File: src/rtl/dmc_pkg.sv
package dmc_pkg;
  typedef enum logic {
    ST_IDLE = 1'b0,
    ST_FILL = 1'b1
  } ctrl_state_e;
endpackage

File: src/rtl/dmc_tag_store.sv
module dmc_tag_store #(
  parameter int IDX_W = 2,
  parameter int TAG_W = 11
) (
  input  logic             clk_i,
  input  logic             rst_ni,
  input  logic [IDX_W-1:0] idx_i,
  input  logic [TAG_W-1:0] tag_i,
  input  logic             wr_en_i,
  output logic             hit_o
);
  localparam int SETS = 1 << IDX_W;

  logic [SETS-1:0]            valid_q;
  logic [SETS-1:0][TAG_W-1:0] tag_q;

  always_ff @(posedge clk_i or negedge rst_ni) begin
    if (!rst_ni) begin
      valid_q <= '0;
      tag_q   <= '0;
    end else if (wr_en_i) begin
      valid_q[idx_i] <= 1'b1;
      tag_q[idx_i]   <= tag_i;
    end
  end

  assign hit_o = valid_q[idx_i] && (tag_q[idx_i] == tag_i);

  // Only a completed fill may alter line state (write misses must not)
  p_state_only_on_fill_r9: assert property (@(posedge clk_i) disable iff (!rst_ni)
    !wr_en_i |=> ($stable(valid_q) && $stable(tag_q)));
endmodule

File: src/rtl/dmc_data_store.sv
module dmc_data_store #(
  parameter int IDX_W  = 2,
  parameter int OFF_W  = 3,
  parameter int WORD_W = 32,
  parameter int BEAT_W = 1
) (
  input  logic              clk_i,
  input  logic              rst_ni,
  input  logic [IDX_W-1:0]  idx_i,
  input  logic [OFF_W-1:0]  off_i,
  input  logic              fill_we_i,
  input  logic [BEAT_W-1:0] fill_beat_i,
  input  logic [WORD_W-1:0] fill_word_i,
  input  logic              byte_we_i,
  input  logic [7:0]        byte_i,
  output logic [7:0]        byte_o
);
  localparam int SETS       = 1 << IDX_W;
  localparam int BLK_BYTES  = 1 << OFF_W;
  localparam int WORD_BYTES = WORD_W / 8;

  logic [SETS*BLK_BYTES-1:0][7:0] flat;

  for (genvar s = 0; s < SETS; s++) begin : g_set
    for (genvar b = 0; b < BLK_BYTES; b++) begin : g_byte
      localparam int BEAT = b / WORD_BYTES;
      localparam int LANE = b % WORD_BYTES;
      logic [7:0] byte_q;
      logic       sel_line;
      assign sel_line = (idx_i == IDX_W'(s));
      always_ff @(posedge clk_i) begin
        if (fill_we_i && sel_line && fill_beat_i == BEAT_W'(BEAT))
          byte_q <= fill_word_i[LANE*8 +: 8];
        else if (byte_we_i && sel_line && off_i == OFF_W'(b))
          byte_q <= byte_i;
      end
      assign flat[s*BLK_BYTES + b] = byte_q;
    end
  end

  assign byte_o = flat[{idx_i, off_i}];

  p_one_writer_r8: assert property (@(posedge clk_i) disable iff (!rst_ni)
    !(fill_we_i && byte_we_i));
endmodule

File: src/rtl/dmc_ctrl.sv
module dmc_ctrl
  import dmc_pkg::*;
#(
  parameter int BEATS  = 2,
  parameter int BEAT_W = 1
) (
  input  logic              clk_i,
  input  logic              rst_ni,
  input  logic              req_i,
  input  logic              we_i,
  input  logic              hit_i,
  input  logic              mem_ack_i,
  input  logic              mem_rvalid_i,
  output logic              ready_o,
  output logic              mem_req_o,
  output logic              fill_we_o,
  output logic [BEAT_W-1:0] fill_beat_o,
  output logic              fill_done_o,
  output logic              byte_we_o
);
  ctrl_state_e       state_q, state_d;
  logic [BEAT_W-1:0] beat_q, beat_d;
  logic              last_beat;

  assign last_beat = (beat_q == BEAT_W'(BEATS - 1));

  always_comb begin
    state_d     = state_q;
    beat_d      = beat_q;
    ready_o     = 1'b0;
    mem_req_o   = 1'b0;
    fill_we_o   = 1'b0;
    fill_done_o = 1'b0;
    byte_we_o   = 1'b0;
    unique case (state_q)
      ST_IDLE: begin
        if (req_i && we_i) begin
          mem_req_o = 1'b1;
          ready_o   = mem_ack_i;
          byte_we_o = mem_ack_i && hit_i;
        end else if (req_i) begin
          if (hit_i) begin
            ready_o = 1'b1;
          end else begin
            mem_req_o = 1'b1;
            if (mem_ack_i) begin
              state_d = ST_FILL;
              beat_d  = '0;
            end
          end
        end
      end
      ST_FILL: begin
        if (mem_rvalid_i) begin
          fill_we_o = 1'b1;
          if (last_beat) begin
            fill_done_o = 1'b1;
            beat_d      = '0;
            state_d     = ST_IDLE;
          end else begin
            beat_d = beat_q + 1'b1;
          end
        end
      end
      default: state_d = ST_IDLE;
    endcase
  end

  always_ff @(posedge clk_i or negedge rst_ni) begin
    if (!rst_ni) begin
      state_q <= ST_IDLE;
      beat_q  <= '0;
    end else begin
      state_q <= state_d;
      beat_q  <= beat_d;
    end
  end

  assign fill_beat_o = beat_q;

  p_quiet_in_fill_r4: assert property (@(posedge clk_i) disable iff (!rst_ni)
    (state_q == ST_FILL) |-> !mem_req_o);
  p_wr_done_on_ack_r7: assert property (@(posedge clk_i) disable iff (!rst_ni)
    (ready_o && we_i) |-> mem_ack_i);
  p_req_held_r10: assert property (@(posedge clk_i) disable iff (!rst_ni)
    (mem_req_o && !mem_ack_i) |=> mem_req_o);
endmodule

File: src/rtl/dmc_cache.sv
module dmc_cache #(
  parameter int ADDR_W = 16,
  parameter int OFF_W  = 3,
  parameter int IDX_W  = 2,
  parameter int WORD_W = 32
) (
  input  logic              clk_i,
  input  logic              rst_ni,
  input  logic              cpu_req_i,
  input  logic              cpu_we_i,
  input  logic [ADDR_W-1:0] cpu_addr_i,
  input  logic [7:0]        cpu_wdata_i,
  output logic [7:0]        cpu_rdata_o,
  output logic              cpu_ready_o,
  output logic              mem_req_o,
  output logic              mem_we_o,
  output logic [ADDR_W-1:0] mem_addr_o,
  output logic [7:0]        mem_wdata_o,
  input  logic              mem_ack_i,
  input  logic              mem_rvalid_i,
  input  logic [WORD_W-1:0] mem_rdata_i
);
  localparam int TAG_W     = ADDR_W - OFF_W - IDX_W;
  localparam int BLK_BYTES = 1 << OFF_W;
  localparam int BEATS     = (BLK_BYTES * 8) / WORD_W;
  localparam int BEAT_W    = (BEATS > 1) ? $clog2(BEATS) : 1;

  logic [OFF_W-1:0]  addr_off;
  logic [IDX_W-1:0]  addr_idx;
  logic [TAG_W-1:0]  addr_tag;
  logic              hit;
  logic              fill_we, fill_done, byte_we;
  logic [BEAT_W-1:0] fill_beat;

  assign addr_off = cpu_addr_i[OFF_W-1:0];
  assign addr_idx = cpu_addr_i[OFF_W +: IDX_W];
  assign addr_tag = cpu_addr_i[ADDR_W-1 -: TAG_W];

  dmc_tag_store #(.IDX_W(IDX_W), .TAG_W(TAG_W)) u_tags (
    .clk_i   (clk_i),
    .rst_ni  (rst_ni),
    .idx_i   (addr_idx),
    .tag_i   (addr_tag),
    .wr_en_i (fill_done),
    .hit_o   (hit)
  );

  dmc_data_store #(.IDX_W(IDX_W), .OFF_W(OFF_W), .WORD_W(WORD_W), .BEAT_W(BEAT_W)) u_data (
    .clk_i       (clk_i),
    .rst_ni      (rst_ni),
    .idx_i       (addr_idx),
    .off_i       (addr_off),
    .fill_we_i   (fill_we),
    .fill_beat_i (fill_beat),
    .fill_word_i (mem_rdata_i),
    .byte_we_i   (byte_we),
    .byte_i      (cpu_wdata_i),
    .byte_o      (cpu_rdata_o)
  );

  dmc_ctrl #(.BEATS(BEATS), .BEAT_W(BEAT_W)) u_ctrl (
    .clk_i        (clk_i),
    .rst_ni       (rst_ni),
    .req_i        (cpu_req_i),
    .we_i         (cpu_we_i),
    .hit_i        (hit),
    .mem_ack_i    (mem_ack_i),
    .mem_rvalid_i (mem_rvalid_i),
    .ready_o      (cpu_ready_o),
    .mem_req_o    (mem_req_o),
    .fill_we_o    (fill_we),
    .fill_beat_o  (fill_beat),
    .fill_done_o  (fill_done),
    .byte_we_o    (byte_we)
  );

  // Reads fetch the whole block; writes carry the exact byte address
  assign mem_we_o    = mem_req_o && cpu_we_i;
  assign mem_addr_o  = cpu_we_i ? cpu_addr_i : {cpu_addr_i[ADDR_W-1:OFF_W], {OFF_W{1'b0}}};
  assign mem_wdata_o = cpu_wdata_i;

  p_hit_quiet_r3: assert property (@(posedge clk_i) disable iff (!rst_ni)
    (cpu_req_i && !cpu_we_i && cpu_ready_o) |-> !mem_req_o);
  p_read_aligned_r4: assert property (@(posedge clk_i) disable iff (!rst_ni)
    (mem_req_o && !mem_we_o) |-> (mem_addr_o[OFF_W-1:0] == '0));
  p_fill_then_hit_r5: assert property (@(posedge clk_i) disable iff (!rst_ni)
    fill_done |=> (hit && cpu_ready_o));
endmodule

File: config.mk
export PLATFORM = sky130hd
export DESIGN_NAME = dmc_cache
export DESIGN_NICKNAME = d
export VERILOG_FILES = /design/src/rtl/dmc_pkg.sv /design/src/rtl/dmc_tag_store.sv /design/src/rtl/dmc_data_store.sv /design/src/rtl/dmc_ctrl.sv /design/src/rtl/dmc_cache.sv
export SDC_FILE = /design/constraint.sdc
export NUM_CORES = 1
export LEC_CHECK = 0
export ABC_AREA = 1
export BUFFER_PORTS_ARGS = -buffer_cell sky130_fd_sc_hd__buf_2
export CORE_AREA = 2 2 166 168
export CTS_CLUSTER_DIAMETER = 150
export CTS_CLUSTER_SIZE = 20
export DETAILED_ROUTE_END_ITERATION = 7
export DIE_AREA = 0 0 168 170
export PLACE_DENSITY = 0.76
export SYNTH_ARGS = -nofsm -noshare
export SYNTH_HDL_FRONTEND = slang
export SYNTH_SLANG_ARGS = --single-unit
File: constraint.sdc
create_clock -name clk_i -period 1.6 [get_ports clk_i]
set_input_delay 0.08 -clock clk_i [delete_from_list [all_inputs] [get_ports clk_i]]
set_output_delay 0.08 -clock clk_i [all_outputs]
set_load 0.01 [all_outputs]
==> metrics.txt, run 1 <==
Mapped Area=14580 µm²; area share of the largest cell type after synthesis=0.5274; CP Launch Type=flop; total congestion overflow=0; part of the power in registers=0.529; Hold Crit Class=input port to flop; syn_nets=1555; Crit path arrival time=2340 ps; Rows=60; number of synthesized flops with an enable pin=256; CTS tree=built; worst setup margin=-503.1 ps; DR WL/cell=24.71 µm; Hold Fails Final Rpt=0; Worst-Margin Slew=638.2 ps; clock share of power=0.267; most frequent cells after synthesis=nand2_1, o21ai_0, edfxtp_1; Post-DRT Antenna Nets=0; crit share post-route=1.314; Syn Area/Cell=9.763 µm²; Synth Flop Type=edfxtp_1; CP Max Fanout=32; CTS sink count=306; Fin Clk Skew=20.09 ps; die area=28560 µm²; setup TNS=-121120 ps; Root Buffer=clkbuf_16; synthesized instance count=1493; Buffers on Ports=96; # setup viols final=268; fmax=0.4755 GHz; number of vias per cell=6.273; final wirelength=50310 µm; time the worst path needs with I/O delays and setup=2103 ps; Yosys reg bits=306; combinational power share=0.204; max cap viols=0; GRT Util Overall=0.3540; synth top area cells=edfxtp_1, nand2_1, o21ai_0; leakage power=7.200 nW; core area=26650 µm²; largest net degree at the start of global routing=51; initial core utilization=0.5469; final non-filler cell total=2036; routability cong.=0.9996; Layout area overhead=22.00%; Sw Pwr=0.005413 W; number of CTS-inserted buffers=19; initial antenna violation count=0; sequential cell area fraction in the yosys report=0.6132; pwr dens=1046 nW/µm²; first-pass GRT wire length=74210 µm; dpl cells=1983; utilization after layout=0.6673; fraction of layout cells with a size suffix above 1=0.2274; Int Power=0.01318 W; final max-slew violation count=0; Placed Area=16680 µm²; Crit Path Class=flop to flop; Die W=168 µm; Die Ht=170 µm; outcome=finished, violations left; Yosys cell types=29; Clk Latency, worst-skew pair=520 ps; critical path required time=1840 ps; DR iter-0 viols=1955; WHS Path Cells=5; H-tree Lvls=1; number of global-route vias before repair=12080; # fillers=2043; biggest area consumer among synthesized cells=edfxtp_1; Final Cell Area=17780 µm²; warning count from the yosys run=0; I/O pin cnt=97; pre-CTS WS=-530.1 ps; RSZ-0062 raised after global routing=true; R2R cell count=13; post-DP HPWL=33740 µm; endpoint class of the critical path=flop; # DRC=0; Via Count=12770; Net Sw Frac=0.2911; failing checks=negative setup slack; top-count cell post-synth=nand2_1; maximum clock path buffer count=3; Post-synth ARST share=0.1634; slew margin rel.=0.5745; router iterations before antenna repair=6; VDD IR max=0.0009507 V; fin nets=1743; clock slew at reported path FFs=90 ps
worst max-delay path, cell delays in order, from the launching register on:
cell and delay, ps:
dfrtp_1 410, nand2_1 70, nand2_1 50, nand2_1 90, nand2_1 60, nand2_1 80, nand2_1 60, nor2_1 100
nand3_1 130, nor2_4 150, buf_12 200, nand4_1 120, nand2_2 130, buf_12 150
power by group through the flow:
stage	logic, W	clock network, W	registers, W
finish	0.00379	0.00497	0.00983
global route	0.00415	0.00521	0.00989
CTS	0.00359	0.00492	0.00982
detailed placement	0.00350	0	0.00998
global placement	0.00338	0	0.00997
floorplan	0.00198	0	0.00987
placed cells by master, fill, tap and decap left out, types with 2 or more instances in the layout:
| cell type | instances |
|---|---|
| a22o_1 | 7 |
| a22oi_1 | 39 |
| a22oi_2 | 7 |
| buf_12 | 32 |
| buf_2 | 95 |
| buf_4 | 139 |
| buf_6 | 8 |
| clkbuf_1 | 13 |
| clkbuf_16 | 22 |
| dfrtp_1 | 50 |
| diode_2 | 2 |
| dlygate4sd3_1 | 13 |
| edfxtp_1 | 256 |
| inv_1 | 67 |
| inv_2 | 6 |
| nand2_1 | 384 |
| nand2_2 | 24 |
| nand2_4 | 29 |
| nand3_1 | 39 |
| nand3_2 | 6 |
| nand4_1 | 67 |
| nor2_1 | 19 |
| nor2_2 | 5 |
| nor2_4 | 4 |
| nor3_1 | 6 |
| o2111ai_1 | 3 |
| o2111ai_2 | 3 |
| o211ai_1 | 22 |
| o21ai_0 | 280 |
| o21ai_1 | 37 |
| o221ai_1 | 2 |
worst paths after layout:
path	to	slack (ps)	start
min reg2reg	u_tags.valid_q[2]	470	u_tags.valid_q[2]
max	u_data.g_set[1].g_byte[5].byte_q[0]	-500	u_tags.tag_q[37]
max reg2reg	u_data.g_set[1].g_byte[5].byte_q[0]	-500	u_tags.tag_q[37]
min in group asynchronous	u_tags.tag_q[35]	180	rst_ni
min	u_ctrl.state_q	20	mem_ack_i
max in group asynchronous	u_tags.tag_q[7]	970	rst_ni
repair_timing:
action                     CTS  global route
setup endpoints to repair  267           405
hold buffers                13             0
hold endpoints to repair    92             0
resized for setup           41            53
buffers inserted             1             2
cloned                       0             3
pin swaps                   31            30
final cells by class:
type / instances / area (µm²) / share of cell area
Antenna cell: 2 / 5.005 / 0.0002814
Clock buffer: 32 / 524.3 / 0.02948
Clock inverter: 1 / 16.27 / 0.0009147
Inverter: 74 / 277.8 / 0.01562
Multi-Input combinational cell: 990 / 5140 / 0.2890
Sequential cell: 306 / 8939 / 0.5026
Tap cell: 341 / 426.7 / 0.02399
Timing Repair Buffer: 290 / 2455 / 0.1380
logic make-up after synthesis:
family / count (synthesis) / share of synthesized area
AND/OR/NAND/NOR: 587 / 0.1700
buffers and inverters: 197 / 0.06249
flip-flops: 306 / 0.6132
AO/OA/AOI/OAI: 403 / 0.1542
layer usage:
metal	track usage	up-vias	routed length, µm
met3	0.06535	198	6937
met4	0.1841	0	2958
met1	0.4668	5936	17370
met2	0.5650	966	23050
li1	-	5672	-
met5	0	-	0
sequential cells by signal (all words and copies together) (netlist names):
signal	flops
u_data.g_set.g_byte.byte_q	256
u_tags.tag_q	44
u_tags.valid_q	4
u_ctrl.fill_beat_o	1
u_ctrl.state_q	1
metrics by stage:
step           hold WS (ps)  power, W
2_1_floorplan        -215.6   0.01185
3_3_place_gp          211.0   0.01334
3_5_place_dp          222.5   0.01348
4_1_cts               3.179   0.01833
5_1_grt               74.17   0.01925
6_report              19.99   0.01859
Note: power is estimated with default switching activity, not from simulation.
==> run 2, diff against run 1 <==
--- a/config.mk
+++ b/config.mk
@@ -8,7 +8,8 @@
 export ABC_AREA = 1
 export BUFFER_PORTS_ARGS = -buffer_cell sky130_fd_sc_hd__buf_2
 export CORE_AREA = 2 2 166 168
-export CTS_CLUSTER_DIAMETER = 150
+export CTS_BUF_LIST = sky130_fd_sc_hd__clkbuf_16
+export CTS_CLUSTER_DIAMETER = 60
 export CTS_CLUSTER_SIZE = 20
 export DETAILED_ROUTE_END_ITERATION = 7
 export DIE_AREA = 0 0 168 170
==> run 2 against run 1 <==
  * The run still ends with negative setup slack left
  * Setup slack got worse by 55 ps
  * Cell area increased by 3.1%
  * Power increased by 8.3%
  * Clock power increased by 26%
  * Sequential share of layout area decreased by 1.5 points
  * Clock-buffer cell count decreased by 7
  * Fmax decreased by 2.6%
  * Combinational power increased by 6.9%
  * Clock skew decreased by 2.9 ps
  * Non-clock buffer count increased by 13
  * Wire length increased by 4.4%
  * Flip-flop and latch count unchanged
  * Critical path type is now flop to output port
  * Largest cell class unchanged
==> metrics.txt, run 2 (same netlist as run 1, synthesis figures left out) <==
outcome=finished, violations left; failing checks=negative setup slack; leading cell type in the layout, fill and taps excluded=nand2_1; clock share of power=0.310 (+0.043); met1 usage=0.4639 (-0.002925); CP Max Fanout=3 (-91%); utilization after layout=0.6882 (+0.02094); met2 Use GR=0.5751 (+0.01006); commonest cells after routing, fill and taps aside=nand2_1, o21ai_0, edfxtp_1, buf_4, buf_2; grt peak-use layer=met2; combinational power share=0.201 (-0.003); total power=0.02014 W (+8.3%); Die W=168 µm (unchanged); total congestion overflow=0 (unchanged); Worst Hold Path EP=u_data.g_set[2].g_byte[7].byte_q[5]; DR iter-0 viols=2195 (+12%); setup TNS=-127090 ps (-5972 ps); Final Cell Area=18340 µm² (+3.1%); router iterations before antenna repair=6 (unchanged); number of vias per cell=6.375 (+1.6%); met3 Resource Use GR=0.06953 (+0.004186); FF/Latch Area=8939 µm² (unchanged); core area=26650 µm² (unchanged); pwr dens=1098 nW/µm² (+5.0%); fmax=0.4633 GHz (-2.6%); max cap viols=0 (unchanged); fin nets=1761 (+1.0%); die area=28560 µm² (unchanged); Buffers on Ports=96 (unchanged); routability cong.=0.9996 (unchanged); Int Power=0.01414 W (+7.3%); first-pass GRT wire length=75000 µm (+1.1%); antenna cell count=0 (-2); Hold Crit Class=input port to flop; Biggest register=u_data.g_set.g_byte.byte_q; Largest regs=u_data.g_set.g_byte.byte_q: 256 flops, u_tags.tag_q: 44 flops, u_tags.valid_q: 4 flops; Crit Path Class=flop to output port; clock slew at reported path FFs=80 ps (about the same); R2R cell count=16 (+3); crit share post-route=1.349 (+0.03468); Placed Area=16680 µm² (unchanged); number of CTS-inserted buffers=24 (+5); final non-filler cell total=2054 (+0.88%); RR Startpoint=u_tags.tag_q[38]; dpl cells=1983 (unchanged); Layout area overhead=25.83%; Via Count=13090 (+2.5%); Die Ht=170 µm (unchanged); leakage power=7.472 nW (+3.8%); Net Sw Frac=0.2977 (+0.006550); Fin Clk Skew=17.22 ps (-2.862 ps); Clk Latency, worst-skew pair=540 ps (+20 ps); fraction of layout cells with a size suffix above 1=0.2609 (+0.03354); R2R setup slack=-530 ps (-30 ps); RSZ-0062 raised after global routing=true; largest net degree at the start of global routing=51 (unchanged); Worst Min Path Start=mem_rdata_i[29]; # fillers=1923 (-5.9%); Sw Pwr=0.005995 W (+11%); slew margin rel.=0.5599 (-0.01466); CP Launch Type=flop; # setup viols final=268 (unchanged); Hold Fails Final Rpt=0 (unchanged); maximum clock path buffer count=3 (unchanged); GRT Util Overall=0.3577 (+0.003635); initial core utilization=0.5469 (unchanged); number of global-route vias before repair=12300 (+1.8%); CTS sink count=306 (unchanged); H-tree Lvls=1 (unchanged); VDD IR max=0.001119 V (+18%); Post-DRT Antenna Nets=0 (unchanged); Root Buffer=clkbuf_16; Worst-Margin Slew=659.5 ps (+21.26 ps); CTS tree=built; DR WL/cell=25.56 µm (+3.4%); final max-slew violation count=0 (unchanged); WHS Path Cells=4 (-1); endpoint class of the critical path=output port; worst setup margin=-558.6 ps (-55.48 ps); worst reg2reg path endpoint=u_ctrl.state_q; initial antenna violation count=0 (unchanged); critical path required time=1520 ps (-320 ps); # DRC=0 (unchanged); time the worst path needs with I/O delays and setup=2159 ps (+55.48 ps); Rows=60 (unchanged); part of the power in registers=0.489 (-0.040); I/O pin cnt=97 (unchanged); final wirelength=52500 µm (+4.4%); Crit path arrival time=2080 ps (-260 ps); max reg flops=256 (unchanged); multi-input logic area=5246 µm² (+2.1%); post-DP HPWL=33740 µm (unchanged)
-- run 2: metrics by stage --
stage	hold slack, ps	setup WS [ps]
after floorplan	-215.6	-132.7
after global placement	211.0	-573.9
after detailed placement	222.5	-530.1
after CTS	90.82	-496.8
after global routing	112.0	-688.7
final	114.7	-558.6
-- run 2: cell type report --
| type | instances | area share |
|---|---|---|
| clock buffer | 25 | 0.03411 |
| clock inverter | 15 | 0.009005 |
| inverter | 74 | 0.01514 |
| multi-input combinational | 990 | 0.2860 |
| sequential | 306 | 0.4873 |
| tap | 341 | 0.02326 |
| timing repair buffer | 303 | 0.1451 |
-- run 2: worst max-delay path: stages (launching register included) --
cell and delay, ps:
dfrtp_1 370, nand2_1 60, nand2_1 60, nand2_1 70, nand3_1 150, buf_4 130, nand4_1 100, nor2_2 190
nand3_4 130, nand3_2 80, nand2_1 60, buf_2 140
-- run 2: worst max path at each step --
| stage | from | to | slack, ps | cells past startpoint |
|---|---|---|---|---|
| 2_1_floorplan | u_tags.tag_q[4] | u_data.g_set[2].g_byte[7].byte_q[0] | -130 | 12 |
| 6_report | u_tags.tag_q[38] | mem_req_o | -560 | 11 |
| 3_5_place_dp | cpu_addr_i[3] | u_data.g_set[0].g_byte[4].byte_q[1] | -530 | 15 |
| 5_1_grt | u_tags.tag_q[38] | mem_req_o | -690 | 11 |
| 3_3_place_gp | cpu_addr_i[3] | u_data.g_set[3].g_byte[0].byte_q[3] | -570 | 13 |
| 4_1_cts | u_tags.tag_q[35] | mem_req_o | -500 | 13 |
-- run 2: routing by layer --
layer	part of all wire	wire, µm	vias up
met5	0	0	-
met4	0.059	3095	0
met3	0.14	7166	188
met2	0.46	24370	989
met1	0.34	17870	6211
li1	-	-	5706
-- run 2: power groups by stage --
stage	clock, W	sequential, W	combinational [W]
after floorplan	0	0.00987	0.00198
after global placement	0	0.00997	0.00338
after detailed placement	0	0.00998	0.00350
after CTS	0.00619	0.00983	0.00360
after global routing	0.00644	0.00990	0.00439
final	0.00624	0.00985	0.00405
-- run 2: repair_timing --
item | 4_1_cts | 5_1_grt
setup buffers | 1 | 10
gates cloned | 0 | 7
hold endpoints to repair | 96 | 0
hold buffers | 15 | 0
endpoints found under the setup margin | 266 | 465
pin swaps | 7 | 47
resized for setup | 32 | 121
